==> config.mk <==
export PLATFORM = sky130hd
export DESIGN_NAME = flash_part_seq
export DESIGN_NICKNAME = d
export VERILOG_FILES = /design/src/rtl/flash_part_pkg.sv /design/src/rtl/part_rule_check.sv /design/src/rtl/part_op_seq.sv /design/src/rtl/flash_part_seq.sv
export SDC_FILE = /design/constraint.sdc
export NUM_CORES = 1
export LEC_CHECK = 0
export CORE_MARGIN = 1
export CORE_UTILIZATION = 40
export CTS_CLUSTER_DIAMETER = 100
export DETAILED_ROUTE_END_ITERATION = 6
export HOLD_SLACK_MARGIN = 0.06
export PLACE_DENSITY_LB_ADDON = 0.05
export SYNTH_ARGS = -nofsm -noshare
export SYNTH_HDL_FRONTEND = slang
export SYNTH_SLANG_ARGS = --single-unit
export TNS_END_PERCENT = 1
==> constraint.sdc <==
create_clock -name clk -period 6.18 [get_ports clk]
set_input_delay 0.618 -clock clk [delete_from_list [all_inputs] [get_ports clk]]
set_output_delay 0.618 -clock clk [all_outputs]
set_load 0.02 [all_outputs]
==> src/rtl/flash_part_pkg.sv <==
package flash_part_pkg;
  typedef enum logic [2:0] {
    ST_IDLE,
    ST_ERASE,
    ST_PROG_DF,
    ST_PROG_ER,
    ST_PROG_DUP
  } seq_state_t;

  localparam logic OP_ERASE = 1'b1;
  localparam logic OP_PROG  = 1'b0;
endpackage

==> src/rtl/part_rule_check.sv <==
module part_rule_check #(
  parameter int CNT_W        = 8,
  parameter int TOTAL_SECT   = 128,
  parameter int ER_MAX       = 16,
  parameter int MIN_EEE_SECT = 12,
  parameter int MIN_RATIO    = 8
) (
  input  logic [CNT_W-1:0] df_cnt,
  input  logic [CNT_W-1:0] er_cnt,
  output logic             rules_ok
);
  localparam int W = CNT_W + 6;

  logic [W-1:0] df_w, er_w, room, need;
  logic         df_fits, er_fits, eee_fits;

  always_comb begin
    df_w     = W'(df_cnt);
    er_w     = W'(er_cnt);
    room     = W'(TOTAL_SECT) - df_w;
    need     = er_w * W'(MIN_RATIO);
    df_fits  = df_w <= W'(TOTAL_SECT);
    er_fits  = er_w <= W'(ER_MAX);
    eee_fits = (er_w == '0) || ((room >= W'(MIN_EEE_SECT)) && (room >= need));
    rules_ok = df_fits && er_fits && eee_fits;
  end
endmodule

==> src/rtl/part_op_seq.sv <==
module part_op_seq
  import flash_part_pkg::*;
#(
  parameter int CNT_W      = 8,
  parameter int DATA_W     = 16,
  parameter int ADDR_W     = 8,
  parameter int ERASE_ADDR = 0,
  parameter int INFO_BASE  = 0,
  parameter int WORD_STEP  = 4
) (
  input  logic              clk,
  input  logic              rst,
  input  logic              start,
  input  logic [CNT_W-1:0]  df_cnt,
  input  logic [CNT_W-1:0]  er_cnt,
  input  logic              op_ack,
  output logic              op_req,
  output logic              op_kind,
  output logic [ADDR_W-1:0] op_addr,
  output logic [DATA_W-1:0] op_data,
  output logic              last_ack
);
  localparam logic [ADDR_W-1:0] A_ERASE = ADDR_W'(ERASE_ADDR);
  localparam logic [ADDR_W-1:0] A_DF    = ADDR_W'(INFO_BASE);
  localparam logic [ADDR_W-1:0] A_ER    = ADDR_W'(INFO_BASE + WORD_STEP);
  localparam logic [ADDR_W-1:0] A_DUP   = ADDR_W'(INFO_BASE + 2 * WORD_STEP);

  seq_state_t       state;
  logic [CNT_W-1:0] df_q, er_q;
  logic             step_done;

  assign step_done = op_req && op_ack;
  assign last_ack  = step_done && (state == ST_PROG_DUP);

  always_ff @(posedge clk) begin
    if (rst) begin
      state   <= ST_IDLE;
      op_req  <= 1'b0;
      op_kind <= OP_PROG;
      op_addr <= '0;
      op_data <= '0;
      df_q    <= '0;
      er_q    <= '0;
    end else begin
      case (state)
        ST_IDLE: if (start) begin
          state   <= ST_ERASE;
          op_req  <= 1'b1;
          op_kind <= OP_ERASE;
          op_addr <= A_ERASE;
          op_data <= '0;
          df_q    <= df_cnt;
          er_q    <= er_cnt;
        end
        ST_ERASE: if (step_done) begin
          state   <= ST_PROG_DF;
          op_kind <= OP_PROG;
          op_addr <= A_DF;
          op_data <= DATA_W'(df_q);
        end
        ST_PROG_DF: if (step_done) begin
          state   <= ST_PROG_ER;
          op_addr <= A_ER;
          op_data <= DATA_W'(er_q);
        end
        ST_PROG_ER: if (step_done) begin
          state   <= ST_PROG_DUP;
          op_addr <= A_DUP;
          op_data <= DATA_W'(er_q);
        end
        ST_PROG_DUP: if (step_done) begin
          state   <= ST_IDLE;
          op_req  <= 1'b0;
          op_data <= '0;
        end
        default: state <= ST_IDLE;
      endcase
    end
  end
endmodule

==> src/rtl/flash_part_seq.sv <==
module flash_part_seq #(
  parameter int CNT_W        = 8,
  parameter int DATA_W       = 16,
  parameter int ADDR_W       = 8,
  parameter int TOTAL_SECT   = 128,
  parameter int ER_MAX       = 16,
  parameter int MIN_EEE_SECT = 12,
  parameter int MIN_RATIO    = 8,
  parameter int INFO_BASE    = 0,
  parameter int WORD_STEP    = 4,
  parameter logic [2:0] LEGAL_IDX = 3'b010
) (
  input  logic              clk,
  input  logic              rst,
  input  logic              launch,
  input  logic [2:0]        cmd_idx,
  input  logic              load_active,
  input  logic [CNT_W-1:0]  df_cnt,
  input  logic [CNT_W-1:0]  er_cnt,
  input  logic              clr_acc_err,
  input  logic              clr_prot_err,
  input  logic              op_ack,
  output logic              op_req,
  output logic              op_kind,
  output logic [ADDR_W-1:0] op_addr,
  output logic [DATA_W-1:0] op_data,
  output logic              done,
  output logic              acc_err,
  output logic              prot_err
);
  logic rules_ok, last_ack;
  logic take, acc_bad, start;

  part_rule_check #(
    .CNT_W(CNT_W), .TOTAL_SECT(TOTAL_SECT), .ER_MAX(ER_MAX),
    .MIN_EEE_SECT(MIN_EEE_SECT), .MIN_RATIO(MIN_RATIO)
  ) u_rules (
    .df_cnt(df_cnt), .er_cnt(er_cnt), .rules_ok(rules_ok)
  );

  assign take    = launch && done && !acc_err && !prot_err;
  assign acc_bad = (cmd_idx != LEGAL_IDX) || load_active;
  assign start   = take && !acc_bad && rules_ok;

  part_op_seq #(
    .CNT_W(CNT_W), .DATA_W(DATA_W), .ADDR_W(ADDR_W), .ERASE_ADDR(0),
    .INFO_BASE(INFO_BASE), .WORD_STEP(WORD_STEP)
  ) u_seq (
    .clk(clk), .rst(rst), .start(start), .df_cnt(df_cnt), .er_cnt(er_cnt),
    .op_ack(op_ack), .op_req(op_req), .op_kind(op_kind), .op_addr(op_addr),
    .op_data(op_data), .last_ack(last_ack)
  );

  always_ff @(posedge clk) begin
    if (rst) begin
      done     <= 1'b1;
      acc_err  <= 1'b0;
      prot_err <= 1'b0;
    end else begin
      if (start)         done <= 1'b0;
      else if (last_ack) done <= 1'b1;

      if (take && acc_bad) acc_err <= 1'b1;
      else if (clr_acc_err) acc_err <= 1'b0;

      if (take && !acc_bad && !rules_ok) prot_err <= 1'b1;
      else if (clr_prot_err)             prot_err <= 1'b0;
    end
  end
endmodule

# Word-level counts from Yosys, hierarchy flattened
# Index checks and enable logic that the tools add are counted.
dict set report word_totals {
  latchBits 0
  ramBits 0
  wordCells 86
  n_memories 0
  out_inout_bits 29
  input_bits 26
  romBits 0
  register_bits 48
}
dict set report op_classes {
  multipliers 0
  eq_ne 11
  magnitude_cmp 4
  n_addsub 1
  n_div 0
  n_mux 26
  n_shift 0
  n_reduce_logical 34
  bitwise_logic 0
}
# op n
set op_table {}
lappend op_table {{16-bit two-way mux} 4}
lappend op_table {{16-bit one-hot mux with 4 select lines} 1}
lappend op_table {{8-bit two-way mux} 4}
lappend op_table {{8-bit one-hot mux with 4 select lines} 1}
lappend op_table {{3-bit two-way mux} 5}
lappend op_table {{3-bit one-hot mux with 5 select lines} 1}
lappend op_table {{5-bit AND reduction} 3}
lappend op_table {{14-bit by 11-bit greater-or-equal comparator with 1-bit output} 1}
lappend op_table {{14-bit by 4-bit greater-or-equal comparator with 1-bit output, second input constant} 1}
lappend op_table {{1-bit logical AND} 12}
lappend op_table {{2-bit by 1-bit inequality test with 1-bit output, second input constant} 5}
lappend op_table {{2-bit nonzero test} 5}
lappend op_table {{8-bit by 8-bit subtractor with 9-bit output, first input constant} 1}
lappend op_table {{8-bit by 5-bit less-or-equal comparator with 1-bit output, second input constant} 1}
lappend op_table {{8-bit less-or-equal comparator, second input constant} 1}
lappend op_table {{8-bit zero test} 1}
lappend op_table {{1-bit two-way mux} 8}
lappend op_table {{4-bit nonzero test} 2}
lappend op_table {{3-bit by 2-bit equality test with 1-bit output, second input constant} 2}
lappend op_table {{3-bit AND reduction} 2}
lappend op_table {{1-bit zero test} 4}
lappend op_table {{1-bit one-hot mux with 2 select lines} 2}
lappend op_table {{3-bit by 1-bit equality test with 1-bit output, second input constant} 1}
lappend op_table {{3-bit equality test, second input constant} 1}
lappend op_table {{other kinds (6)} 7}

# Logic depth before layout (Yosys ltp)
# Gate-level depths: netlist (run 1).
dict set report depth {
  depth_word 8
  ltp_mapped 12
  mapped_depth_nobuf 10
}

# Modules after synthesis
# From an unflattened synthesis (run 1), not the netlist that was laid out.
dict set report unflattened {
  hier_cells 238
  area_unflattened_um2 1998.2
}
# module seq_area_each_um2 instances area_per_inst_um2 cells_each
set modules_own_cells {}
lappend modules_own_cells {part_op_seq 620.6 1 1487.7 181}
lappend modules_own_cells {part_rule_check 0.0 1 351.6 43}
lappend modules_own_cells {flash_part_seq 60.1 1 158.9 14}

# Worst setup path before layout (run 1)
# Ideal clock, no wire load.
dict set report synth_timing {
  path_type {input -> register}
  from {input port df_cnt[1]}
  to {register u_seq.df_q[0]}
  t_arrival_ps 3162
  path_slack_ps 2891
  path_buffers 2
  path_stages 11
  setup_time_ps 128
  t_required_ps 6052
  cell_sequence {or3_1 -> clkbuf_1 -> nor3_1 -> nor2b_1 -> ha_1 -> and4b_1 -> o21ai_1 -> a2111oi_4 -> buf_6 -> mux2i_1 -> nor2_1}
}
dict set report synth_via {
  elab_chain_len 7
  word_cells_on_any_way 10
  classes_between {add/sub (1); order compare (3); reduce/logical (6)}
}
# element line_no
set synth_rtl {}
lappend synth_rtl {{start, declared} flash_part_seq.sv:18} ;# input logic [CNT_W-1:0] df_cnt,
lappend synth_rtl {{8-bit by 8-bit subtractor with 9-bit output} part_rule_check.sv:20} ;# room = W'(TOTAL_SECT) - df_w;
lappend synth_rtl {{14-bit by 4-bit greater-or-equal comparator with 1-bit output / 14-bit by 11-bit greater-or-equal comparator with 1-bit output (equally long branches)} part_rule_check.sv:24} ;# eee_fits = (er_w == '0) || ((room >= W'(MIN_EEE_SECT)) && (room >= need));
lappend synth_rtl {{1-bit logical AND} part_rule_check.sv:24}
lappend synth_rtl {{1-bit logical OR} part_rule_check.sv:24}
lappend synth_rtl {{1-bit logical AND *} part_rule_check.sv:25} ;# rules_ok = df_fits && er_fits && eee_fits;
lappend synth_rtl {{1-bit logical AND *} flash_part_seq.sv:43} ;# assign start = take && !acc_bad && rules_ok;
lappend synth_rtl {{2-bit AND reduction (no source line) *} --}
lappend synth_rtl {{end signal, assigned} part_op_seq.sv:52} ;# df_q <= df_cnt;
lappend synth_rtl {{end, declared} part_op_seq.sv:29} ;# logic [CNT_W-1:0] df_q, er_q;
# Every way passes the cells marked *; elsewhere a longest branch is shown, timed or not.
# A chain may end at the register's enable or synchronous reset.

# Worst setup path in the final report (run 1)
dict set report layout_timing {
  from {input port df_cnt[1]}
  to {register u_seq.op_data[0]}
}
dict set report layout_via {
  elab_chain_len 8
  word_cells_on_any_way 11
  classes_between {add/sub (1); order compare (3); eq/ne (1); reduce/logical (6)}
}
# element line_no
set layout_rtl {}
lappend layout_rtl {{8-bit by 8-bit subtractor with 9-bit output} part_rule_check.sv:20}
lappend layout_rtl {{14-bit by 4-bit greater-or-equal comparator with 1-bit output / 14-bit by 11-bit greater-or-equal comparator with 1-bit output (equally long branches)} part_rule_check.sv:24}
lappend layout_rtl {{1-bit logical AND} part_rule_check.sv:24}
lappend layout_rtl {{1-bit logical OR} part_rule_check.sv:24}
lappend layout_rtl {{1-bit logical AND *} part_rule_check.sv:25}
lappend layout_rtl {{1-bit logical AND *} flash_part_seq.sv:43}
lappend layout_rtl {{2-bit inequality test (no source line) *} --}
lappend layout_rtl {{5-bit AND reduction (no source line) *} --}
lappend layout_rtl {{end signal, assigned} part_op_seq.sv:59} ;# op_data <= DATA_W'(df_q);
lappend layout_rtl {{end signal, assigned} part_op_seq.sv:64} ;# op_data <= DATA_W'(er_q);
lappend layout_rtl {{end signal, assigned} part_op_seq.sv:69} ;# op_data <= DATA_W'(er_q);
lappend layout_rtl {{end, declared} part_op_seq.sv:20} ;# output logic [DATA_W-1:0] op_data,
# Marked as above.

==> reports/results.ini, run 1 <==
[layout]
n_antenna_cell = 0
register_area_sq_um = 680.7
drive_above_1_share_pct = 5.534
nFillCells = 446
postLayoutCoreUtil_pct = 52.72
area_delta_synth_final_pct = 25.34
multi_input_area_sq_um = 1052
finalInstanceArea_sq_um = 2327
fin_nets = 284

[floorplanning]
row_count = 24
chipWidth_um = 70.13
dieArea_sq_um = 4918
chipHeight_um = 70.13
core_sq_um = 4414
start_util_pct = 42.06
ios = 55

[place]
dp_hpwl_um = 2939
gp_congestion = 0.7859
dpl_cell_area_sq_um = 2236
io_buffers = 40

[global_routing]
grt_pass1_wl_um = 6541
gr-usage-all-layers_pct = 16.75
grt_pass1_vias = 1444
grt_antenna_before_repair = 0
grt_max_degree = 32
overflow = 0

[synthesis]
synth_edf_count = 0
syn_inst = 214
yosysMostFrequentCell = dfxtp_1
yosys-top-cells-count = dfxtp_1 (34), nand2_1 (22), nor2_1 (22)
synth.area.top_cells = dfxtp_1 (37%), mux2i_1 (11%), buf_4 (5.7%), nand2_1 (4.4%), nor2_1 (4.4%)
yosysTopAreaCellShare_pct = 36.66
yosysUniqueCellTypes = 43
synth_area_per_cell_sq_um = 8.677
ys_warn_count = 0
yosysTopAreaCell = dfxtp_1
ys_ff_latch = 34
synth.cell_area_sq_um = 1857
ys_seq_area_share_pct = 36.66
synth_top_flop_cell = dfxtp_1
async_flop_share_pct = 0

[critical_path]
cp-start-kind = input pin
critPathBufInv = 2
required_ps = 6390
slowest_stage = a31oi_2
critPathKind = input pin to register
r2r_slack_ps = 3910
crit_fanout = 17
end_kind = register
crit_path_max_incr_delay_ps = 550
cp_common_cell = nor3_1
path_cells = clkdlybuf4s50_1 > or3_1 > nor3_1 > xor2_1 > ha_1 > a21oi_1 > nor3b_1 > nor3_1 > a2111oi_4 > buf_4 > a31oi_2 > mux2i_1
cp_top_family = simple AND/OR/NAND/NOR gates
critPathArrivalTime_ps = 4020

[power_and_ir_drop]
switchingPower_uw = 106.4
irDropWorstVdd_mv = 0.1241
seqPwrFrac_pct = 50.0
p_leak_uw = 0.0008734
p_clk_share_pct = 37.8
power_switching_share_pct = 24.14
p_per_area_nw_per_um2 = 189.5
power_frac_comb_pct = 12.2
total_power_uw = 441.0
p_int_uw = 334.5

[route]
dr.first_iter.drc_count = 61
first_pass_iters = 4
viasPerCell = 5.056
drc = 0
wl_um = 3899
wl_per_cell_um = 12.78
ant_nets = 0
vias = 1542

[clock_network]
cts-resized-gates = 0
cts_root_buf = clkbuf_8
cts-buffers-inserted = 5
clk-insertion-delay-late_ps = 280
post_cts_buffers = 0
clock-sinks = 34
cts_tree = built
h-tree-depth = 2
hold_buffers = 0
path_clk_slew_ps = 60
cts_buffer_depth = 2

[timing]
fin_crit_ps = 3814
worst_slew_margin_rel_pct = 46.31
worst_slew_pin_slew_ps = 785.1
tns_ps = 0
slew_violations = 0
fmax_ghz = 0.2622
rsz0062_at_grt = false
final.setup_skew_ps = 4.619
min_period_over_period_pct = 61.72
final_hold_viol_count = 0
setup_viol_count_final = 0

[job]
maxCapViolations = 0

[status]
status = completed

[hold_path]
hold_path.class = register to register

## final timing paths
| kind | to | from | depth (start not counted) |
|---|---|---|---|
| min | u_seq.er_q[6]$_SDFFE_PP0P_ | u_seq.er_q[6]$_SDFFE_PP0P_ | 1 |
| min reg2reg | u_seq.er_q[6]$_SDFFE_PP0P_ | u_seq.er_q[6]$_SDFFE_PP0P_ | 1 |
| max | u_seq.op_data[0]$_SDFFE_PP0P_ | df_cnt[1] | 12 |
| max reg2reg | u_seq.op_data[0]$_SDFFE_PP0P_ | u_seq.state[1]$_SDFFE_PP0P_ | 6 |
## power groups by stage
stage	Sequential, uW	Combinational [uW]	Clock, uW
after floorplan	226	33.9	0
after global placement	225	53.9	0
after detailed placement	225	53.8	0
after CTS	220	54.2	173
after global routing	220	59.6	183
final	220	53.9	167
## kinds of logic (layout without fill, tap and decap cells)
kind of cell | Yosys count | count (layout) | synth area share (%)
and+or+nand+nor | 86 | 86 | 23.86
DFF | 34 | 34 | 36.66
buffers and inverters | 30 | 56 | 9.299
AOI/OAI and AO/OA | 29 | 29 | 11.25
muxes | 21 | 21 | 11.32
adders and majority gates | 7 | 7 | 4.582
xor gates and xnor gates | 6 | 6 | 2.830
other | 1 | 14 | 0.2020
## through the flow
step	hold WS, ps	instances	worst slack (ps)
floorplan	429.6	227	2891
global placement	448.2	297	2116
detailed placement	447.1	297	2062
CTS	464.9	305	2350
global route	477.7	305	2030
finish	459.7	305	2366
## worst register-to-register path, cell delays in order (launching register included)
cell and delay (ps):
dfxtp_1 650, nor2_1 240, nand4bb_1 210, a2111oi_4 60
buf_4 240, a31oi_2 550, mux2i_1 250
## cells in the final DEF, fill, tap and decap left out, types with 2 or more instances in the layout
| cell type | count |
|---|---|
| a21oi_1 | 9 |
| and2_1 | 3 |
| nor2_1 | 22 |
| nand2_1 | 22 |
| or3_1 | 5 |
| ha_1 | 6 |
| clkbuf_8 | 6 |
| conb_1 | 14 |
| mux2i_1 | 21 |
| buf_4 | 2 |
| nand3b_1 | 2 |
| dfxtp_1 | 34 |
| o21ai_0 | 7 |
| nor2b_1 | 3 |
| inv_1 | 6 |
| a22o_1 | 3 |
| nor3_1 | 6 |
| nand3_1 | 4 |
| clkdlybuf4s50_1 | 40 |
| nand2b_1 | 9 |
| xnor2_1 | 5 |
## metal layers
| metal | wire length [um] | vias to the layer above | global-route usage, % |
|---|---|---|---|
| li1 | - | 789 | - |
| met1 | 1846 | 713 | 21.50 |
| met2 | 1872 | 35 | 27.56 |
| met3 | 146 | 5 | 4.040 |
| met4 | 34 | 0 | 5.333 |
| met5 | 0 | - | 0 |
## flip-flops by register name, summed over array words and instances, names as in the netlist
| name | count |
|---|---|
| u_seq.er_q | 8 |
| prot_err | 1 |
| u_seq.df_q | 8 |
| acc_err | 1 |
| done | 1 |
| u_seq.op_data | 8 |
| u_seq.state | 3 |
| u_seq.op_addr | 2 |
| u_seq.op_req | 1 |
| u_seq.op_kind | 1 |
## area by class of cell
type	count	area share (%)
inverter	6	0.9677
tap	52	2.796
sequential	34	29.25
multi-input combinational	163	45.22
clock inverter	1	0.2151
clock buffer	7	3.710
timing repair buffer	42	17.85
Note: power is estimated with default switching activity, not from simulation.
==> inputs of run 2 (changes only) <==
==> constraint.sdc (replaced) <==
create_clock -name clk -period 3.65 [get_ports clk]
set_input_delay 0.365 -clock clk [delete_from_list [all_inputs] [get_ports clk]]
set_output_delay 0.365 -clock clk [all_outputs]
set_load 0.02 [all_outputs]
==> run 2 against run 1 <==
  * Total power up 71%
  * Sequential power rose by 70%
  * Hold slack improved by 3.6 ps
  * Count of clock-buffer cells in the layout unchanged
  * Sequential share of layout area down 0.80 points
  * Wire length is 2.0% higher
  * Combinational power increased by 77%
  * First-iteration DRC count rose by 38%
  * Design area grew 2.8%
  * Global-route usage increased by 1.1 points
==> reports/results.ini, run 2 (same netlist as run 1, synthesis figures left out) <==
[timing]
fmax_ghz = 0.3150
worst_slew_margin_rel_pct = 53.26  ; +6.9 points
worst_slew_pin_slew_ps = 698.6  ; -86.48 ps
rsz0062_at_grt = false
slew_violations = 0  ; unchanged
fin_crit_ps = 3174
setup_ws_ps = 475.7  ; -1890 ps
min_period_over_period_pct = 86.97
tns_ps = 0  ; unchanged
final_hold_viol_count = 0  ; unchanged
final.setup_skew_ps = 3.370  ; -1.249 ps
whs_ps = 463.3  ; +3.591 ps
setup_viol_count_final = 0  ; unchanged

[power_and_ir_drop]
irDropWorstVdd_mv = 0.2812  ; +130%
p_int_uw = 569.3  ; +70%
switchingPower_uw = 185.8  ; +75%
power_frac_comb_pct = 12.7  ; +0.5 points
total_power_uw = 755.0  ; +71%
p_per_area_nw_per_um2 = 315.6  ; +67%
power_switching_share_pct = 24.60  ; +0.47 points
seqPwrFrac_pct = 49.4  ; -0.6 points
p_clk_share_pct = 37.9  ; about the same
p_leak_uw = 0.0009137  ; +4.6%

[job]
maxCapViolations = 0  ; unchanged

[global_routing]
overflow = 0  ; unchanged
grt_antenna_before_repair = 0  ; unchanged
gr-usage-all-layers_pct = 17.82  ; +1.1 points
grt_pass1_wl_um = 6996  ; +7.0%
grt_pass1_vias = 1467  ; +1.6%
grt_max_degree = 32  ; unchanged

[critical_path]
required_ps = 3820  ; -2570 ps
cp-start-kind = input pin
r2r_slack_ps = 1390  ; -2520 ps
end_kind = register
crit_fanout = 12  ; -5
critPathKind = input pin to register
r2r_cells = 6  ; unchanged
critPathArrivalTime_ps = 3340  ; -680 ps
r2r_start = u_seq.state[1]$_SDFFE_PP0P_
cp-startpoint = df_cnt[1]
reg2reg_to = u_seq.er_q[4]$_SDFFE_PP0P_

[route]
first_pass_iters = 4  ; unchanged
vias = 1556  ; +0.91%
wl_um = 3978  ; +2.0%
wl_per_cell_um = 12.75  ; -0.26%
viasPerCell = 4.987  ; -1.4%
drc = 0  ; unchanged
dr.first_iter.drc_count = 84  ; +38%
ant_nets = 0  ; unchanged

[floorplanning]
dieArea_sq_um = 4918  ; unchanged
chipWidth_um = 70.13  ; unchanged
start_util_pct = 42.06  ; unchanged
chipHeight_um = 70.13  ; unchanged
ios = 55  ; unchanged
row_count = 24  ; unchanged
core_sq_um = 4414  ; unchanged

[layout]
instances_no_fill = 312  ; +2.3%
nFillCells = 428  ; -4.0%
final_common_cell = clkdlybuf4s50_1
n_antenna_cell = 0  ; unchanged
top_regs = u_seq.df_q (8), u_seq.er_q (8), u_seq.op_data (8)
fin_nets = 291  ; +2.5%
area_delta_synth_final_pct = 28.84
layout_common_cells = clkdlybuf4s50_1 (40), dfxtp_1 (34), nor2_1 (22), nand2_1 (22), mux2i_1 (21)
drive_above_1_share_pct = 8.077  ; +2.5 points

[hold_path]
holdPathEnd = u_seq.er_q[5]$_SDFFE_PP0P_
hold_path.class = register to register
hold_depth = 1  ; unchanged
min_from = u_seq.er_q[5]$_SDFFE_PP0P_

[status]
status = completed

[place]
io_buffers = 40  ; unchanged
pre_cts_ws_ps = 150.4  ; -1911 ps
dp.cells = 304  ; +2.4%
gp_congestion = 0.7446  ; -5.3%
dp_hpwl_um = 3049  ; +3.7%

[clock_network]
post_cts_buffers = 0  ; unchanged
h-tree-depth = 2  ; unchanged
clock-sinks = 34  ; unchanged
path_clk_slew_ps = 70  ; about the same
clk-insertion-delay-late_ps = 280  ; about the same
cts_tree = built
cts-buffers-inserted = 5  ; unchanged
hold_buffers = 0  ; unchanged
cts_buffer_depth = 2  ; unchanged
cts_root_buf = clkbuf_8
cts-resized-gates = 0  ; unchanged

==> run 2: cell types whose count changed in the layout (fill, tap and decap cells not counted) <==
cell and change:
buf_12 +1, buf_4 +6
==> run 2: how the worst max path moves through the flow <==
stage,cells after the start,endpoint
floorplan,11,u_seq.df_q[0]$_SDFFE_PP0P_
global placement,13,u_seq.er_q[3]$_SDFFE_PP0P_
detailed placement,13,u_seq.er_q[4]$_SDFFE_PP0P_
CTS,13,u_seq.er_q[4]$_SDFFE_PP0P_
global route,13,u_seq.er_q[4]$_SDFFE_PP0P_
finish,13,u_seq.er_q[4]$_SDFFE_PP0P_
==> run 2: cell type report <==
class	count	area, sq um	share of cell area, %
multi-input cells	163	1052	43.99
flip-flops and latches	34	680.7	28.45
repair buffers	49	480.5	20.08
clock buffers	7	86.33	3.609
well taps	52	65.06	2.720
inverters	6	22.52	0.9414
clock inverters	1	5.005	0.2092
==> run 2: stage by stage <==
step | cell area (sq um) | utilization (%)
after global routing | 2392 | 54.20
after floorplan | 1906 | -
final | 2392 | 54.20
after CTS | 2392 | 54.20
after detailed placement | 2301 | 52.13
after global placement | 2301 | 52.13
==> run 2: routing by layer <==
layer	vias up	GRT usage [%]	share of wire [%]
li1	803	-	-
met1	713	23.86	48
met2	40	28.63	48
met3	0	5.195	4.6
met4	0	3.333	0
met5	-	0	0
==> run 2: power by group through the flow <==
stage                     logic, uW  registers, uW  clock network [uW]
after global placement         95.4            381                   0
final                          95.6            373                 287
after global routing            106            373                 313
after floorplan                57.5            383                   0
after detailed placement       95.4            381                   0
after CTS                      95.9            373                 295
==> run 2: worst max-delay path: stages <==
cell and delay (ps):
clkdlybuf4s50_1 450, or3_1 400, buf_4 160, nor2_1 170
nor2_1 80, ha_1 310, nand3_1 100, nor2_1 140
o21ai_1 120, a2111oi_4 470, buf_4 310, mux2i_1 220
nor2_1 50
